--- src/rtl/issue_pkg.sv ---
// Shared types for the dual-issue scoreboard issue unit.
// Assumes: at most two instructions are taken per cycle.
package issue_pkg;

    // Number of head entries issued in one cycle (queue shift amount).
    typedef enum logic [1:0] {
        TAKE_NONE = 2'd0,
        TAKE_ONE  = 2'd1,
        TAKE_TWO  = 2'd2
    } take_e;

endpackage

--- src/rtl/sb_table.sv ---
// Latency-predicting register scoreboard.
// Holds, per architectural register, the cycles left until its pending value
// is ready; zero means ready. Up to two writes are recorded per cycle, each
// keeping the later of the existing and the new ready time. Four read queries
// report readiness combinationally. Assumes NREG is a power of two.
module sb_table #(
    parameter int NREG  = 16,
    parameter int LAT_W = 3,
    localparam int RW   = $clog2(NREG)
) (
    input  logic                      clk,
    input  logic                      rst_n,
    input  logic                      flush,
    input  logic [1:0]                wr_en,
    input  logic [1:0][RW-1:0]        wr_idx,
    input  logic [1:0][LAT_W-1:0]     wr_lat,
    input  logic [3:0][RW-1:0]        q_idx,
    output logic [3:0]                q_rdy
);

    logic [LAT_W-1:0] cnt [NREG];

    // Convert an issue latency into the count stored after the issue edge.
    function automatic logic [LAT_W-1:0] lat_to_cnt(input logic [LAT_W-1:0] l);
        return (l == '0) ? '0 : l - 1'b1;
    endfunction

    for (genvar r = 0; r < NREG; r++) begin : g_reg
        logic [LAT_W-1:0] nxt;

        // Next count: age the entry, then keep the latest pending write.
        always_comb begin
            nxt = (cnt[r] == '0) ? '0 : cnt[r] - 1'b1;
            for (int w = 0; w < 2; w++) begin
                if (wr_en[w] && (wr_idx[w] == RW'(r)) && (lat_to_cnt(wr_lat[w]) > nxt)) begin
                    nxt = lat_to_cnt(wr_lat[w]);
                end
            end
        end

        // Count register, cleared on reset or flush.
        always_ff @(posedge clk) begin
            if (!rst_n || flush) begin
                cnt[r] <= '0;
            end else begin
                cnt[r] <= nxt;
            end
        end
    end

    for (genvar q = 0; q < 4; q++) begin : g_query
        assign q_rdy[q] = (cnt[q_idx[q]] == '0);
    end

endmodule

--- src/rtl/pair_check.sv ---
// Issue decision for the head pair.
// Lane 0 issues when valid and its enabled sources are ready. Lane 1 issues
// only alongside lane 0, with its sources ready and none matching lane 0's
// enabled destination. Assumes q_rdy order {h1_rb, h1_ra, h0_rb, h0_ra}.
module pair_check #(
    parameter int RW = 4
) (
    input  logic          hold,
    input  logic          v0,
    input  logic          a0_en,
    input  logic          b0_en,
    input  logic          v1,
    input  logic          a1_en,
    input  logic          b1_en,
    input  logic [RW-1:0] a1,
    input  logic [RW-1:0] b1,
    input  logic          d0_en,
    input  logic [RW-1:0] d0,
    input  logic [3:0]    q_rdy,
    output logic          iss0,
    output logic          iss1
);

    logic src0_ok, src1_ok, pair_raw;

    // Per-slot source readiness and in-pair read-after-write detection.
    always_comb begin
        src0_ok  = (!a0_en || q_rdy[0]) && (!b0_en || q_rdy[1]);
        src1_ok  = (!a1_en || q_rdy[2]) && (!b1_en || q_rdy[3]);
        pair_raw = d0_en && ((a1_en && (a1 == d0)) || (b1_en && (b1 == d0)));
        iss0     = !hold && v0 && src0_ok;
        iss1     = iss0 && v1 && src1_ok && !pair_raw;
    end

endmodule

--- src/rtl/lane_reg.sv ---
// Output register of one execution lane.
// Captures the head slot's fields when the slot issues; the valid bit drops
// on reset, flush or a cycle without issue.
module lane_reg #(
    parameter int OP_W = 8,
    parameter int RW   = 4
) (
    input  logic            clk,
    input  logic            rst_n,
    input  logic            flush,
    input  logic            iss,
    input  logic [OP_W-1:0] op,
    input  logic [RW-1:0]   ra,
    input  logic [RW-1:0]   rb,
    input  logic [RW-1:0]   rd,
    input  logic            rd_en,
    output logic            q_vld,
    output logic [OP_W-1:0] q_op,
    output logic [RW-1:0]   q_ra,
    output logic [RW-1:0]   q_rb,
    output logic [RW-1:0]   q_rd,
    output logic            q_rd_en
);

    // Lane valid register.
    always_ff @(posedge clk) begin
        if (!rst_n || flush) begin
            q_vld <= 1'b0;
        end else begin
            q_vld <= iss;
        end
    end

    // Lane payload register, loaded only on issue.
    always_ff @(posedge clk) begin
        if (!rst_n) begin
            q_op    <= '0;
            q_ra    <= '0;
            q_rb    <= '0;
            q_rd    <= '0;
            q_rd_en <= 1'b0;
        end else if (iss) begin
            q_op    <= op;
            q_ra    <= ra;
            q_rb    <= rb;
            q_rd    <= rd;
            q_rd_en <= rd_en;
        end
    end

endmodule

--- src/rtl/dual_issue_sb.sv ---
// Dual-issue in-order issue unit with a latency-predicting scoreboard.
// Examines the two oldest queue entries, issues 0, 1 or 2 of them in order
// (older to lane 0), reports the count for the queue shift and registers the
// issued instructions onto the lane outputs. Assumes h1 is only meaningful
// when h0 is valid and that latencies fit LAT_W bits.
module dual_issue_sb #(
    parameter int NREG  = 16,
    parameter int OP_W  = 8,
    parameter int LAT_W = 3,
    localparam int RW   = $clog2(NREG)
) (
    input  logic             clk,
    input  logic             rst_n,
    input  logic             flush,
    input  logic             h0_vld,
    input  logic [OP_W-1:0]  h0_op,
    input  logic             h0_ra_en,
    input  logic [RW-1:0]    h0_ra,
    input  logic             h0_rb_en,
    input  logic [RW-1:0]    h0_rb,
    input  logic             h0_rd_en,
    input  logic [RW-1:0]    h0_rd,
    input  logic [LAT_W-1:0] h0_lat,
    input  logic             h1_vld,
    input  logic [OP_W-1:0]  h1_op,
    input  logic             h1_ra_en,
    input  logic [RW-1:0]    h1_ra,
    input  logic             h1_rb_en,
    input  logic [RW-1:0]    h1_rb,
    input  logic             h1_rd_en,
    input  logic [RW-1:0]    h1_rd,
    input  logic [LAT_W-1:0] h1_lat,
    output logic [1:0]       take_cnt,
    output logic             l0_vld,
    output logic [OP_W-1:0]  l0_op,
    output logic [RW-1:0]    l0_ra,
    output logic [RW-1:0]    l0_rb,
    output logic [RW-1:0]    l0_rd,
    output logic             l0_rd_en,
    output logic             l1_vld,
    output logic [OP_W-1:0]  l1_op,
    output logic [RW-1:0]    l1_ra,
    output logic [RW-1:0]    l1_rb,
    output logic [RW-1:0]    l1_rd,
    output logic             l1_rd_en
);
    import issue_pkg::*;

    logic [3:0] src_rdy;
    logic       iss0, iss1;
    take_e      take;

    sb_table #(.NREG(NREG), .LAT_W(LAT_W)) u_sb (
        .clk    (clk),
        .rst_n  (rst_n),
        .flush  (flush),
        .wr_en  ({iss1 && h1_rd_en, iss0 && h0_rd_en}),
        .wr_idx ({h1_rd, h0_rd}),
        .wr_lat ({h1_lat, h0_lat}),
        .q_idx  ({h1_rb, h1_ra, h0_rb, h0_ra}),
        .q_rdy  (src_rdy)
    );

    pair_check #(.RW(RW)) u_pc (
        .hold  (flush || !rst_n),
        .v0    (h0_vld),
        .a0_en (h0_ra_en),
        .b0_en (h0_rb_en),
        .v1    (h1_vld),
        .a1_en (h1_ra_en),
        .b1_en (h1_rb_en),
        .a1    (h1_ra),
        .b1    (h1_rb),
        .d0_en (h0_rd_en),
        .d0    (h0_rd),
        .q_rdy (src_rdy),
        .iss0  (iss0),
        .iss1  (iss1)
    );

    // Encode the issue decision as the queue shift amount.
    always_comb begin
        if (iss1)      take = TAKE_TWO;
        else if (iss0) take = TAKE_ONE;
        else           take = TAKE_NONE;
    end
    assign take_cnt = take;

    lane_reg #(.OP_W(OP_W), .RW(RW)) u_lane0 (
        .clk (clk), .rst_n (rst_n), .flush (flush), .iss (iss0),
        .op (h0_op), .ra (h0_ra), .rb (h0_rb), .rd (h0_rd), .rd_en (h0_rd_en),
        .q_vld (l0_vld), .q_op (l0_op), .q_ra (l0_ra), .q_rb (l0_rb),
        .q_rd (l0_rd), .q_rd_en (l0_rd_en)
    );

    lane_reg #(.OP_W(OP_W), .RW(RW)) u_lane1 (
        .clk (clk), .rst_n (rst_n), .flush (flush), .iss (iss1),
        .op (h1_op), .ra (h1_ra), .rb (h1_rb), .rd (h1_rd), .rd_en (h1_rd_en),
        .q_vld (l1_vld), .q_op (l1_op), .q_ra (l1_ra), .q_rb (l1_rb),
        .q_rd (l1_rd), .q_rd_en (l1_rd_en)
    );

endmodule

--- config.mk ---
export PLATFORM = sky130hd
export DESIGN_NAME = dual_issue_sb
export DESIGN_NICKNAME = d
export VERILOG_FILES = /design/src/rtl/issue_pkg.sv /design/src/rtl/sb_table.sv /design/src/rtl/pair_check.sv /design/src/rtl/lane_reg.sv /design/src/rtl/dual_issue_sb.sv
export SDC_FILE = /design/constraint.sdc
export NUM_CORES = 1
export LEC_CHECK = 0
export BUFFER_PORTS_ARGS = -buffer_cell sky130_fd_sc_hd__buf_2
export CORE_MARGIN = 4
export CORE_UTILIZATION = 47
export DETAILED_ROUTE_END_ITERATION = 10
export GPL_ROUTABILITY_DRIVEN = 0
export PLACE_DENSITY_LB_ADDON = 0.3
export SLEW_MARGIN = 0
export SYNTH_ARGS = -nofsm -noshare
export SYNTH_HDL_FRONTEND = slang
export SYNTH_SLANG_ARGS = --single-unit
--- constraint.sdc ---
create_clock -name clk -period 5.95 [get_ports clk]
set_clock_uncertainty 0.1 [all_clocks]
set_input_delay 1.19 -clock clk [delete_from_list [all_inputs] [get_ports clk]]
set_output_delay 1.19 -clock clk [all_outputs]
set_load 0.03 [all_outputs]
==> results.yml, run 1 <==
synth:
  yosys_warnings: 0
  synth_area_leaders: "dfxtp_1 23%, ha_1 15%, mux2_2 6.3%"
  synth_edf_count: 0
  ys_seq_area_share_pct: 22.57
  syn_avg_cell_area_um2: 8.168
  yosys_register_bits: 92
  mappedNetlistNets: 1154
  synth_top_area_share_pct: 22.57
  synth_async_sr_flop_share_pct: 0
  synthCells: 999
  synth_area_leader_cell: "dfxtp_1"
  synthDistinctLibCells: 68
  synth_flop_cell: "dfxtp_1"
  syn_area_mm2: 0.008160
global_route:
  grt_pass1_wl_mm: 41.98
  grt_antenna_before_repair: 0
  grt_pass1_vias: 7774
  grt_use_total_pct: 26.54
  grt_max_degree: 69
  gr-total-overflow: 0
cts:
  h-tree-depth: 3
  clk_pin_slew_worst_paths_ns: 0.07
  clock_sinks: 92
  numCtsBuffers: 9
  ctsResizeCount: 0
  post_cts_buffers: 0
  clk-insertion-delay-late_ns: 0.36
  tritoncts: "yes"
  cts_root_buffer: "clkbuf_16"
  cts_max_path_buffers: 2
  holdBufCountCts: 0
floorplan:
  dieArea_mm2: 0.01953
  initial_core_util_pct: 48.52
  core.rowCount: 47
  die_h_um: 139.8
  die_x_um: 139.8
  pin_count: 103
  core_mm2: 0.01682
worst_setup_path:
  r2r_setup_slack_ns: 1.43
  r2r.worst_path.cells: 14
  cp_common_cell: "ha_1"
  cp-start-kind: "input pin"
  crit_arrival_ns: 5.07
  critPathCaptureType: "flip-flop"
  crit_type: "in -> reg"
  cp.required_ns: 6.13
  critical_path.max_fanout: 16
  worstPathCellList: "buf_2, nor2_1, ha_1, nor2_1, inv_1, ha_1, nand3_1, o211ai_1, nor4_1, mux2_2, ha_1, nor2b_1, o21a_1, o211ai_1, nor3_1, nand4_1, or2_1, o22ai_1"
  reg2reg_to: "u_sb.cnt[9][0]"
  cp_slowest_cell: "inv_1"
  r2r_start: "u_sb.cnt[5][1]"
  cp_slowest_stage_delay_ns: 0.57
detailed_routing:
  routedWlPerCell_um: 20.75
  vias_per_cell: 6.462
  dr.pass1.iters: 5
  ant_nets: 0
  vias: 8343
  wl_met2_mm: 11.82
  drt_wl_total_mm: 26.78
  drc_errors: 0
  wl_met1_mm: 11.22
  dr.max_layer_used: "met5"
  wl_met3_mm: 2.411
  drtIter0Drc: 741
timing:
  slew_headroom_pct: 29.32
  period_share_pct: 82.11
  fin_tns_setup_ns: 0
  fin_hold_ws_ns: 0.3508
  slew_violations: 0
  setup_viol: 0
  post-route-min-period_ns: 4.886
  hold_violations: 0
  rsz0062_at_grt: "no"
  timing_worst_slew_pin_value_ns: 1.058
  max_freq_mhz: 204.7
cells_and_area:
  syn_to_final_growth_pct: 11.28
  layout-drive-gt1-share_pct: 19.14
  diodes: 0
  fin_nets: 1221
outcome:
  status: "finished clean"
power_and_ir_drop:
  power_leakage_nw: 3.473
  pwr_density_cell_mw_per_mm2: 172.3
  ir_drop_mv: 0.1173
worst_hold_path:
  hold_class: "reg -> reg"
  hp-start: "u_lane0.q_ra[3]"
  hold_end: "u_lane0.q_ra[3]"
  hold_path_depth: 2
placed_design:
  numPortBuffers: 102
  dp_hpwl_mm: 18.86
run:
  drv_cap: 0
## worst max-delay path by stage
stage / slack, ns / depth (start not counted) / end / start
final: 1.06 / 18 / u_sb.cnt[8][1] / h0_lat[1]
after global routing: 0.75 / 20 / u_sb.cnt[9][0] / h0_lat[1]
after CTS: 1.13 / 18 / u_sb.cnt[8][1] / h0_lat[1]
after detailed placement: 0.74 / 15 / u_sb.cnt[9][0] / h0_ra[1]
after global placement: 0.85 / 15 / u_sb.cnt[9][0] / h0_ra[1]
after floorplan: 0.69 / 17 / u_sb.cnt[9][0] / h0_lat[1]
## through the flow
step	instance area [um^2]	std cells	total power, mW	util (%)	worst slack (ns)
global route	9081	1291	1.627	53.99	0.7512
detailed placement	8781	1275	0.9718	52.21	0.7363
CTS	9081	1291	1.563	53.99	1.125
global placement	8781	1275	0.9663	52.21	0.8459
floorplan	8160	999	0.8619	-	0.6937
finish	9081	1291	1.565	53.99	1.064
## sequential cells by signal, indices dropped and copies added (netlist names)
name,flops
u_lane0.q_ra,4
u_lane1.q_ra,4
u_lane1.q_vld,1
u_lane1.q_op,8
u_lane0.q_rd_en,1
u_lane0.q_vld,1
u_lane1.q_rd_en,1
u_lane0.q_rb,4
u_sb.cnt,48
u_lane0.q_op,8
u_lane1.q_rd,4
u_lane1.q_rb,4
u_lane0.q_rd,4
## where the power goes
part / leakage [nW] / internal, mW / switching (mW) / total (mW)
Sequential: 0.742 / 0.623 / 0.00337 / 0.626
Clock: 0.140 / 0.330 / 0.269 / 0.599
Combinational: 2.59 / 0.118 / 0.222 / 0.340
Total: 3.47 / 1.07 / 0.494 / 1.56
## layout by cell type (no fill, tap or decap), types with 8 or more instances in the layout
master       n
nor3b_1     15
clkbuf_16    9
nor3_1      26
nor2b_1     16
o21ai_0     52
o31ai_1     13
nor2_1      62
nand2_1     61
o21a_1      24
nand4_1     32
or2_1        9
buf_2      102
nor4_1      26
nor4b_1      8
a21o_1      18
inv_1       35
o211ai_1    13
a21boi_0    23
a31oi_1     15
buf_4       20
o31a_1       8
a21oi_1     61
nand3_1     34
ha_1        98
mux2_2      46
a21boi_1    19
o22ai_1     10
dfxtp_1     92
a311oi_1    19
## logic make-up after synthesis
logic type	after synthesis	synth area share, %
buf+inv	102	6.072
xor+xnor	8	0.8587
mux	52	7.390
flops	92	22.57
simple gates	326	21.28
compound gates	321	26.80
fa+ha+maj	98	15.03
## layer usage
layer | vias to the layer above | GRT usage, %
li1 | 3939 | -
met1 | 3876 | 34.40
met2 | 437 | 42.42
met3 | 89 | 4.494
met4 | 2 | 13.21
met5 | - | 2.005
## synth_stat cells (all sizes together) (12+ instances only)
master and count:
ha 98, nand4 32, nor2b 18, o31ai 15
o21a 24, o21ai 58, nand2 61, or2 12
a31oi 15, mux2 46, buf 24, a311oi 19
nor3b 15, a21boi 42, nor2 62, a21oi 62
nor3 26, dfxtp 92, clkbuf 42, inv 35
a21o 18, o211ai 13, nand3 34, nor4 27
## area by class of cell
| class | count | area [um^2] |
|---|---|---|
| multi-input combinational | 805 | 5863 |
| clock inverter | 6 | 71.32 |
| clock buffer | 10 | 229.0 |
| fill | 1620 | 7737 |
| tap | 220 | 275.3 |
| sequential | 92 | 1842 |
| timing repair buffer | 122 | 660.6 |
| inverter | 36 | 140.1 |
## critical path: cells and delay by family
family	cells	cell delay, ns
AO/OA/AOI/OAI	4	0.44
multiplexers	1	0.42
buffers and inverters	2	0.68
AND/OR/NAND/NOR	8	1.52
adder cells (fa/ha/maj)	3	0.82
(Power assumes the default switching activity.)
==> inputs of run 2 (changes only) <==
==> constraint.sdc (replaced) <==
create_clock -name clk -period 4.4 [get_ports clk]
set_clock_uncertainty 0.1 [all_clocks]
set_input_delay 0.88 -clock clk [delete_from_list [all_inputs] [get_ports clk]]
set_output_delay 0.88 -clock clk [all_outputs]
set_load 0.03 [all_outputs]
==> run 2 against run 1 <==
Compared with the run above:
- core utilization increased by 2.5 points
- power increased by 35%
- via count increased by 0.61%
- clock power increased by 31%
- non-clock buffer count increased by 40
- critical path depth decreased by 2
- sequential share of layout area decreased by 0.91 points
- cell count increased by 3.1%
- wire length increased by 1.2%
- critical endpoint unchanged
- largest power group unchanged
- highest routed layer is now met4
==> results.yml, run 2 (synthesis gave the netlist of run 1 again) <==
cells_and_area:
  regMostFlops: "u_sb.cnt"
  mostFrequentLayoutCell: "buf_2"
  syn_to_final_growth_pct: 16.53
  fin_nets: 1261
  final_area_mm2: 0.009509
  final_cell_mix: "102 x buf_2, 98 x ha_1, 92 x dfxtp_1"
  largest_register_ffs: 48
  diodes: 0
  largestRegisters: "u_sb.cnt: 48 flops, u_lane0.q_op: 8 flops, u_lane1.q_op: 8 flops"
  layout-drive-gt1-share_pct: 23.40
cts:
  numCtsBuffers: 9
  cts_root_buffer: "clkbuf_16"
  cts_max_path_buffers: 2
  holdBufCountCts: 0
  clk_pin_slew_worst_paths_ns: 0.07
  tritoncts: "yes"
  h-tree-depth: 3
  clock_sinks: 92
  clk-insertion-delay-late_ns: 0.36
detailed_routing:
  vias_per_cell: 6.307
  vias: 8394
  dr.pass1.iters: 5
  drtIter0Drc: 860
  routedWlPerCell_um: 20.37
  drc_errors: 0
  ant_nets: 0
  drt_wl_total_mm: 27.12
timing:
  slew_headroom_pct: 53.92
  hold_violations: 0
  post-route-min-period_ns: 4.212
  slew_violations: 0
  period_share_pct: 95.73
  max_freq_mhz: 237.4
  setup_viol: 0
  timing_worst_slew_pin_value_ns: 0.6886
floorplan:
  dieArea_mm2: 0.01953
  core.rowCount: 47
  die_x_um: 139.8
  die_h_um: 139.8
  initial_core_util_pct: 48.52
  core_mm2: 0.01682
  pin_count: 103
global_route:
  grt_max_degree: 54
  grt_antenna_before_repair: 0
  grt_pass1_wl_mm: 42.03
  gr-total-overflow: 0
  grt_use_total_pct: 26.71
  grt_pass1_vias: 7923
placed_design:
  numPortBuffers: 102
  place_area_mm2: 0.009136
  dp_hpwl_mm: 19.45
worst_setup_path:
  critical_path.max_fanout: 8
  cp-start-kind: "input pin"
  crit_arrival_ns: 4.39
  crit_type: "in -> reg"
  critPathCaptureType: "flip-flop"
  cp.required_ns: 4.58
power_and_ir_drop:
  power_leakage_nw: 3.704
  p_total_mw: 2.117
  pwr_density_cell_mw_per_mm2: 222.6
  ir_drop_mv: 0.2179
outcome:
  status: "finished clean"
worst_hold_path:
  hold_class: "reg -> reg"
run:
  drv_cap: 0
[run 2: power breakdown]
| part | internal, mW | switching, mW |
|---|---|---|
| clock | 0.399 | 0.387 |
| sequential | 0.842 | 0.00457 |
| combinational | 0.181 | 0.304 |
[run 2: final timing paths]
path | start | to | slack (ns) | cells past startpoint
worst max-delay path | h0_rb[1] | u_sb.cnt[8][1] | 0.19 | 16
worst min-delay path | u_lane0.q_ra[3] | u_lane0.q_ra[3] | 0.35 | 2
worst max register to register | u_sb.cnt[5][2] | u_sb.cnt[8][1] | 0.27 | 14
worst min register to register | u_lane0.q_ra[3] | u_lane0.q_ra[3] | 0.35 | 2
[run 2: repair_timing]
action / in CTS / in global routing
buffers inserted: 0 / 0
endpoints found under the setup margin: 0 / 37
gates resized for setup: 0 / 16
[run 2: cell type report]
| type | instances | area, um^2 |
|---|---|---|
| clock inverters | 7 | 66.31 |
| repair buffers | 162 | 1015 |
| inverters | 36 | 142.6 |
| fillers | 1570 | 7310 |
| clock buffers | 9 | 225.2 |
| flip-flops and latches | 92 | 1842 |
| well taps | 220 | 275.3 |
| multi-input cells | 805 | 5943 |
[run 2: worst max-delay path: stages]
cell and delay (ns):
buf_2 0.17, buf_4 0.16, nor4_2 0.37, o22ai_1 0.14
a211oi_2 0.27, o211ai_1 0.15, nor4_2 0.30, buf_4 0.18
mux2_2 0.35, ha_1 0.31, a31oi_1 0.20, o211ai_1 0.14
nor3_2 0.15, nand4_1 0.20, or2_1 0.28, o22ai_1 0.14
[run 2: stage by stage]
stage	util, %	setup slack [ns]	setup TNS, ns	hold WS (ns)	cells
finish	56.54	0.1880	0	0.3496	1331
global route	56.54	-0.06635	-0.2104	0.3751	1331
CTS	56.06	0.1987	0	0.3538	1331
detailed placement	54.32	-0.1822	-2.959	0.3438	1315
global placement	54.32	-0.02411	-0.07168	0.3384	1315
floorplan	-	0.001532	0	0.4787	999
[run 2: per-layer routing]
layer / track usage (%) / wire length, um / vias up
met4: 11.37 / 1070 / 0
met5: 0 / 0 / -
met1: 34.12 / 11300 / 3878
li1: - / - / 4041
met3: 4.974 / 2490 / 86
met2: 44.14 / 12250 / 389
==> inputs of run 3 (changes only) <==
--- a/config.mk
+++ b/config.mk
@@ -11,7 +11,8 @@
 export DETAILED_ROUTE_END_ITERATION = 10
 export GPL_ROUTABILITY_DRIVEN = 0
 export PLACE_DENSITY_LB_ADDON = 0.3
-export SLEW_MARGIN = 0
+export SLEW_MARGIN = 20
 export SYNTH_ARGS = -nofsm -noshare
 export SYNTH_HDL_FRONTEND = slang
+export SYNTH_HIERARCHICAL = 1
 export SYNTH_SLANG_ARGS = --single-unit
==> run 3 against run 2 <==
Compared with the run above:
- the run now ends with setup timing left
- largest cell class unchanged
- core utilization increased by 11 points
- via count grew 14%
- worst setup slack worse by 0.82 ns
- critical endpoint is now u_sb/cnt[11][0]
- sequential power hardly changed
- global-route usage is 0.29 points higher
- worst hold slack improved by 0.063 ns
- area after synthesis grew 7.5%
- clock power increased by 4.1%
- combinational power increased by 3%
- wire length rose by 10%
- cell count grew 17%
- non-clock buffer count up 164
==> results.yml, run 3 <==
timing:
  setup_ws_ns: -0.6284
  max_freq_mhz: 198.9
  setup_viol: 49
  timing_worst_slew_pin_value_ns: 1.058
  hold_violations: 0
  post-route-min-period_ns: 5.028
  rsz0062_at_grt: "yes"
  slew_violations: 0
  period_share_pct: 114.3
  slew_headroom_pct: 29.44
outcome:
  status: "finished, violations left"
  violations: "setup timing"
synth:
  synth_flop_cell: "dfxtp_1"
  synthCells: 1034
  syn_avg_cell_area_um2: 8.481
  synthDistinctLibCells: 70
  synth_area_leaders: "dfxtp_1 21%, ha_1 12%, mux2i_1 8.8%"
  yosys_warnings: 6
  synth_area_leader_cell: "dfxtp_1"
  syn_area_mm2: 0.008770
  synth.most_common_cell: "dfxtp_1"
  synth_top_area_share_pct: 21.00
  mappedNetlistNets: 1173
  synth_commonest_cells: "92 x dfxtp_1, 85 x nor2_1, 82 x ha_1"
  yosys_register_bits: 92
  synth_async_sr_flop_share_pct: 0
  ys_seq_area_share_pct: 21.00
  synth_edf_count: 0
floorplan:
  die_h_um: 144.6
  pin_count: 103
  dieArea_mm2: 0.02091
  core.rowCount: 49
  die_x_um: 144.6
  core_mm2: 0.01815
  initial_core_util_pct: 48.32
cts:
  clk-insertion-delay-late_ns: 0.36
  h-tree-depth: 3
  cts_root_buffer: "clkbuf_16"
  clk_pin_slew_worst_paths_ns: 0.07
  tritoncts: "yes"
  cts_max_path_buffers: 2
  clock_sinks: 92
  numCtsBuffers: 9
worst_setup_path:
  cpLargestDelayFamily: "simple AND/OR/NAND/NOR gates"
  cp_slowest_cell: "mux4_2"
  cp.required_ns: 4.58
  critical_path_buf_inv_count: 4
  critPathCaptureType: "flip-flop"
  cp_slowest_stage_delay_ns: 0.46
  crit_type: "reg -> reg"
  critical_path.max_fanout: 5
  worstPathCellList: "or3_4, mux4_2, mux2i_1, nor2_1, a21oi_1, nor2b_2, nor4b_4, and2_4, buf_4, buf_6, buf_6, nand3b_1, buf_4, nor2_4, o21ai_2, or3_4, mux2i_1, ha_1, a311oi_2, o21ai_4, or3_1, o211ai_1"
  crit_arrival_ns: 5.20
  cp-start-kind: "flip-flop"
power_and_ir_drop:
  sw_frac_of_total_pct: 31.42
  power_leakage_nw: 5.178
  pwr-share-comb_pct: 23.0
  intPower_mw: 1.483
  p_total_mw: 2.162
  ir_drop_mv: 0.1739
  pwr_density_cell_mw_per_mm2: 177.4
  p_seq_share_pct: 39.2
  p_clk_share_pct: 37.8
  p_switching_mw: 0.6795
cells_and_area:
  largest_register_ffs: 48
  syn_to_final_growth_pct: 38.99
  post-route-util_pct: 67.17
  final_cell_mix: "198 x buf_4, 101 x buf_2, 91 x dfxtp_1"
  mostFrequentLayoutCell: "buf_4"
  diodes: 0
  regMostFlops: "u_sb/cnt"
  fin_nets: 1460
  final_cells: 1554
  largestRegisters: "u_sb/cnt: 48 flops, u_lane0/q_op: 8 flops, u_lane1/q_op: 8 flops"
  layout-drive-gt1-share_pct: 40.30
global_route:
  grt_pass1_wl_mm: 45.20
  grt_antenna_before_repair: 0
  grt_use_total_pct: 27.00
  grt_max_degree: 47
  grt_pass1_vias: 9043
  gr-total-overflow: 0
detailed_routing:
  vias_per_cell: 6.172
  ant_nets: 0
  drt_wl_total_mm: 29.90
  drtIter0Drc: 942
  drc_errors: 0
  vias: 9592
  dr.pass1.iters: 5
  routedWlPerCell_um: 19.24
run:
  drv_cap: 0
placed_design:
  dp.cells: 1488
  numPortBuffers: 102
  dp_hpwl_mm: 20.56
worst_hold_path:
  hold_class: "reg -> reg"
-- run 3: changes by cell type after synthesis, sizes merged, moves of 23 or more --
cell,delta
a21boi,-42
a21oi,-39
mux2,-46
mux2i,+73
nor2,+23
nor2b,+50
nor4,-25
or3,+25
-- run 3: routing by layer --
| layer | vias to the layer above | share of wire (%) | GRT usage, % |
|---|---|---|---|
| met1 | 4529 | 41 | 33.97 |
| met2 | 466 | 48 | 46.38 |
| met4 | 0 | 3.3 | 11.54 |
| met3 | 70 | 8.4 | 3.472 |
| met5 | - | 0 | 0 |
| li1 | 4527 | - | - |
-- run 3: worst paths after layout --
path / startpoint / to / slack, ns / cells past startpoint
min reg2reg: u_lane1/q_op[6] / u_lane1/q_op[6] / 0.41 / 2
max reg2reg: u_sb/cnt[5][2] / u_sb/cnt[11][0] / -0.63 / 22
min: u_lane1/q_op[6] / u_lane1/q_op[6] / 0.41 / 2
max: u_sb/cnt[5][2] / u_sb/cnt[11][0] / -0.63 / 22
-- run 3: cells by family (layout without fill, tap and decap cells) --
family	count (synthesis)	after routing	synth area share, %
AO/OA/AOI/OAI	278	278	23.97
AND/OR/NAND/NOR	391	391	24.33
buffers and inverters	90	381	5.308
flip-flops	92	92	21.00
XOR/XNOR	8	8	0.7990
multiplexers	93	93	12.90
adder cells (fa/ha/maj)	82	82	11.70
-- run 3: what timing repair did --
item,CTS,global route
gates cloned,2,0
endpoints found under the setup margin,50,50
resized for setup,90,68
pin swaps,61,66
hold buffers,0,0
setup buffers,27,24
-- run 3: area by class of cell --
cell class	count	area (um^2)
multi-input cells	852	7259
fillers	1364	5958
repair buffers	326	2352
flip-flops and latches	92	1843
well taps	229	286.5
clock buffers	9	225.2
inverters	40	150.1
clock inverters	6	72.57
-- run 3: metrics by stage --
step | setup slack (ns) | area [um^2] | hold slack [ns] | TNS (ns)
3_3_place_gp | -0.7564 | 10820 | 0.3897 | -28.94
4_1_cts | -0.4518 | 11750 | 0.4148 | -12.19
2_1_floorplan | -0.4672 | 9044 | 0.4940 | -6.332
3_5_place_dp | -0.8360 | 10820 | 0.3958 | -31.72
5_1_grt | -0.7875 | 12190 | 0.4325 | -30.63
6_report | -0.6284 | 12190 | 0.4123 | -21.92
-- run 3: power groups by stage --
stage	clock (mW)	combinational, mW	sequential [mW]
after floorplan	0	0.257	0.888
after global placement	0	0.429	0.866
after detailed placement	0	0.440	0.867
after CTS	0.827	0.466	0.848
after global routing	0.861	0.535	0.848
final	0.817	0.498	0.848
-- run 3: worst reg2reg max path: stages (launching register included) --
cell,delay (ns)
dfxtp_2,0.32
or3_4,0.44
mux4_2,0.47
mux2i_1,0.17
nor2_1,0.07
a21oi_1,0.16
nor2b_2,0.08
nor4b_4,0.28
and2_4,0.20
buf_4,0.10
buf_6,0.09
buf_6,0.09
nand3b_1,0.16
buf_4,0.21
nor2_4,0.13
o21ai_2,0.08
or3_4,0.42
mux2i_1,0.14
ha_1,0.31
a311oi_2,0.32
o21ai_4,0.13
or3_1,0.38
o211ai_1,0.09
